File: config.mk
export PLATFORM = sky130hd
export DESIGN_NAME = irq_coalescer
export DESIGN_NICKNAME = d
export VERILOG_FILES = /design/src/rtl/irq_coalescer.sv
export SDC_FILE = /design/constraint.sdc
export NUM_CORES = 1
export LEC_CHECK = 0
export BUFFER_PORTS_ARGS = -buffer_cell sky130_fd_sc_hd__buf_2
export CAP_MARGIN = 20
export CORE_MARGIN = 5
export CORE_UTILIZATION = 56
export CTS_CLUSTER_DIAMETER = 30
export DETAILED_ROUTE_END_ITERATION = 16
export PLACE_DENSITY = 0.95
export SYNTH_ARGS = -nofsm -noshare
export SYNTH_HDL_FRONTEND = slang
export SYNTH_SLANG_ARGS = --single-unit
File: constraint.sdc
create_clock -name clk -period 8.4 [get_ports clk]
set_input_delay 0.42 -clock clk [delete_from_list [all_inputs] [get_ports clk]]
set_output_delay 0.42 -clock clk [all_outputs]
set_load 0.02 [all_outputs]
File: src/rtl/irq_coalescer.sv
module irq_coalescer #(
  parameter int              W        = 8,
  parameter int              DW       = 8,
  parameter logic [W-1:0]    RSVD     = 8'h80,
  parameter logic [W-1:0]    URGENT   = 8'h18,
  parameter logic [W-1:0]    MASK_RST = 8'h07
) (
  input  logic          clk,
  input  logic          rst_n,
  input  logic          post_vld,
  input  logic [W-1:0]  post_bits,
  input  logic          clr_vld,
  input  logic [W-1:0]  clr_bits,
  input  logic          mask_wr,
  input  logic [W-1:0]  mask_data,
  input  logic          glb_en,
  input  logic [DW-1:0] delay_cyc,
  input  logic          cpu_ack,
  output logic          irq_o,
  output logic [W-1:0]  status_o,
  output logic [W-1:0]  mask_o,
  output logic          err_o
);

  logic [W-1:0]  status_q, mask_q;
  logic [DW-1:0] cnt_q;
  logic          sched_q, pend_q, en_q, err_q;

  wire post_bad = post_vld && |(post_bits & RSVD);
  wire clr_bad  = clr_vld  && |(clr_bits  & RSVD);
  wire post_ok  = post_vld && !post_bad;
  wire clr_ok   = clr_vld  && !clr_bad;

  wire [W-1:0] st_nx    = (status_q | (post_ok ? post_bits : '0)) & ~(clr_ok ? clr_bits : '0);
  wire         mask_chg = mask_wr && (mask_data != mask_q);
  wire [W-1:0] mk_nx    = mask_chg ? mask_data : mask_q;
  wire [W-1:0] act_nx   = st_nx & mk_nx;

  wire en_rise  = glb_en && !en_q;
  wire req_post = post_ok && |act_nx;
  wire req_now  = (req_post && |(act_nx & URGENT)) || (mask_chg && |act_nx) || (en_rise && |act_nx);
  wire req_any  = req_post || req_now;
  wire [DW-1:0] req_d = req_now ? '0 : delay_cyc;

  wire          keep_old = sched_q && (!req_any || cnt_q <= req_d);
  wire [DW-1:0] m_cnt    = keep_old ? cnt_q : req_d;
  wire          m_act    = sched_q || req_any;

  wire withdraw = clr_ok && (act_nx == '0);
  wire drop     = cpu_ack || withdraw;
  wire kill     = drop || !glb_en;
  wire fire     = m_act && (m_cnt == '0) && !kill;

  always_ff @(posedge clk) begin
    if (!rst_n) begin
      status_q <= '0;
      mask_q   <= MASK_RST;
      cnt_q    <= '0;
      sched_q  <= 1'b0;
      pend_q   <= 1'b0;
      en_q     <= 1'b0;
      err_q    <= 1'b0;
    end else begin
      status_q <= st_nx;
      mask_q   <= mk_nx;
      en_q     <= glb_en;
      err_q    <= post_bad || clr_bad;
      if (kill) begin
        sched_q <= 1'b0;
        if (drop) pend_q <= 1'b0;
      end else if (fire) begin
        sched_q <= 1'b0;
        pend_q  <= 1'b1;
      end else begin
        sched_q <= m_act;
        if (m_act) cnt_q <= m_cnt - 1'b1;
      end
    end
  end

  assign irq_o    = pend_q;
  assign status_o = status_q;
  assign mask_o   = mask_q;
  assign err_o    = err_q;

  AST_RSVD_NEVER_SET: assert property (@(posedge clk) disable iff (!rst_n)
    (status_q & RSVD) == '0);
  AST_RSVD_POST_IGNORED: assert property (@(posedge clk) disable iff (!rst_n)
    (post_bad && !clr_vld) |=> (status_q == $past(status_q)));
  AST_NO_SCHED_WHEN_OFF: assert property (@(posedge clk) disable iff (!rst_n)
    !glb_en |=> !sched_q);
  AST_RISE_NEEDS_EN: assert property (@(posedge clk) disable iff (!rst_n)
    $rose(irq_o) |-> $past(glb_en));
  AST_ACK_DROPS: assert property (@(posedge clk) disable iff (!rst_n)
    cpu_ack |=> !irq_o);

endmodule

==> flow_summary.toml <==
[status]
status = "completed"

[sta]
slew_headroom_pct = 46.81
skew_ns = 0.007581
rsz0062_at_grt = "false"
finalCritPeriodShare_pct = 68.33
max_freq_mhz = 174.2
period_needed_ns = 5.740
tightestPinTransition_ns = 0.7925
setup-violations-final = 0
final_hold_viol_count = 0
tns_ns = 0
hold_slack_ns = 0.2367
slew_violations = 0

[route]
first_iter_violations = 199
drc = 0
ant_nets = 0
avgViaCountPerCell = 6.224
drt-wirelength-per-cell_um = 16.30
first_pass_iters = 5
vias = 2135
wl_mm = 5.592

[critical_path]
reg2regPathDepth = 21
rr_endpoint = "cnt_q[7]"
crit_arrival_ns = 5.97
critical_path_class = "reg2reg"
r2r_slack_ns = 2.66
crit_end = "cnt_q[7]"
required_ns = 8.63
path_cells = "xnor2_1 > nand4_1 > o21ai_1 > nor4_2 > a311o_1 > and2_1 > ha_1 > nor2b_1 > o211ai_1 > a21oi_1 > o22ai_1 > o41ai_2 > buf_4 > a31oi_1 > ha_1 > nand2_1 > nor2_1 > a31o_2 > a311oi_4 > o21ai_1 > a221oi_1"
critPathMaxFanout = 21
slowest_stage = "o21ai_1"
critPathLaunchType = "register"
worst_setup_path_end_kind = "register"
r2r-start = "mask_o[7]"
cp_slowest_stage_delay_ns = 0.66
critPathLaunch = "mask_o[7]"

[synth]
avgSynthCellArea_um2 = 7.997
ys_seq_elements = 28
netlist_top_cells_area = "dfxtp_1 29%, nand2_1 7.5%, ha_1 6.4%"
seq_area_frac_synth_pct = 28.61
yosysWarnings = 0
synth_edf_count = 0
synth_ff_type = "dfxtp_1"
async_flop_share_pct = 0
syn_nets = 294
yosysTopAreaCell = "dfxtp_1"
ys_types = 55
syn_inst = 245
synth_area_um2 = 1959
yosysTopAreaCellShare_pct = 28.61

[power]
power_frac_comb_pct = 33.1
power_switching_w = 0.0001228
swShare_pct = 34.17
leakage_nw = 0.9890
pwr-share-seq_pct = 41.7
p_per_area_nw_per_um2 = 155.4
p_int_w = 0.0002366
ir_drop_uv = 93.20
p_clk_share_pct = 25.2

[global_routing]
track_usage_pct = 23.05
grt_pass1_wl_mm = 9.211
grt_overflow_total = 0
grt_pass1_vias = 1994
grt_max_degree = 22
antenna_found_initial = 0

[die]
io_pins = 57
die_w_um = 69.15
die_area_um2 = 4782
start_util_pct = 58.26
die_y_um = 69.15
rows = 21
core_area_um2 = 3363

[clock_tree]
cts_root_buf = "clkbuf_4"
ctsResizeCount = 0
cts_tree = "yes"
post_cts_buffers = 0
htreeDepth = 1
cts_hold_buf = 0
cts-buffers-inserted = 3
clock_latency_ns = 0.34
cts_buffer_depth = 2
clk_pin_slew_worst_paths_ns = 0.16
cts.sinks = 28

[finish]
fill_cells = 301
layout_commonest_cell = "buf_2"
layout_common_cells = "56 x buf_2, 39 x nand2_1, 28 x dfxtp_1"
drive_gt1_share_pct = 23.91
final_net_count = 347
post-route-util_pct = 68.79
area_growth_pct = 18.07
antenna_cells = 0

[run]
maxCapViolCount = 0

[placed_design]
io_buffers = 56
dp_hpwl_mm = 4.388
place_congestion = 0.9252

[worst_hold_path]
min_path_type = "in2reg"
==> Yosys cell counts, drive strengths merged (7+ instances only) <==
master / n
dfxtp: 28
nor2: 14
nand2: 39
xnor2: 11
a21oi: 16
nor3: 7
o211ai: 10
ha: 10
inv: 7
o21ai: 15
==> power by group through the flow <==
stage | Combinational, W | Clock [W] | Sequential (W)
finish | 0.000119 | 0.0000906 | 0.000150
global route | 0.000132 | 0.0000954 | 0.000151
CTS | 0.000118 | 0.0000899 | 0.000150
detailed placement | 0.000116 | 0 | 0.000152
global placement | 0.000112 | 0 | 0.000152
floorplan | 0.0000767 | 0 | 0.000156
==> registers in the layout, indices dropped and copies added, names as in the netlist <==
register / cells
cnt_q: 8
err_o: 1
irq_o: 1
en_q: 1
mask_o: 8
sched_q: 1
status_o: 8
==> area by class of cell <==
cell class              instances  area, um^2  area share [%]
well taps                      46       57.56           2.488
inverters                       7       26.28           1.136
repair buffers                 57       287.8           12.44
clock buffers                   3       22.52          0.9735
clock inverters                 1       30.03           1.298
multi-input cells             201        1329           57.44
flip-flops and latches         28       560.5           24.23
==> cells by family (layout without fill, tap and decap cells) <==
group	after synthesis	in the layout	synth area share, %
AND/OR/NAND/NOR	110	110	30.21
buffers and inverters	16	68	3.576
AO/OA/AOI/OAI	68	68	25.35
flip-flops	28	28	28.61
multiplexers	1	1	0.5109
adder cells (fa/ha/maj)	10	10	6.386
XOR/XNOR	12	12	5.364
==> worst min path at each step <==
| stage | start | cells past startpoint | end |
|---|---|---|---|
| floorplan | cnt_q[5] | 2 | cnt_q[5] |
| global placement | mask_o[4] | 2 | mask_o[4] |
| detailed placement | mask_o[5] | 2 | mask_o[5] |
| CTS | cpu_ack | 2 | irq_o |
| global route | cpu_ack | 2 | irq_o |
| finish | cpu_ack | 2 | irq_o |
==> per-layer routing <==
layer / routed length [um] / GRT usage (%)
met4: 148 / 8.460
met2: 2726 / 40.36
met1: 2293 / 28.05
met3: 424 / 3.924
met5: 0 / 0
==> per-stage QoR <==
stage          cells  total power [W]  instance area (um^2)  worst slack [ns]
5_1_grt          343        0.0003787                  2313             2.205
3_3_place_gp     339        0.0002644                  2261             2.781
3_5_place_dp     339        0.0002689                  2261             2.604
6_report         343        0.0003594                  2313             2.660
2_1_floorplan    245        0.0002323                  1959             3.227
4_1_cts          343        0.0003571                  2313             2.765
==> critical path, delay by kind of cell, from the launching register on <==
family / cells / cell delay [ns]
AOI/OAI and AO/OA: 11 / 3.49
xor gates and xnor gates: 1 / 0.21
adders and majority gates: 2 / 0.44
buffers and inverters: 1 / 0.28
DFF: 1 / 0.38
and+or+nand+nor: 6 / 0.83
No activity file was read; power rests on OpenSTA's default activity.
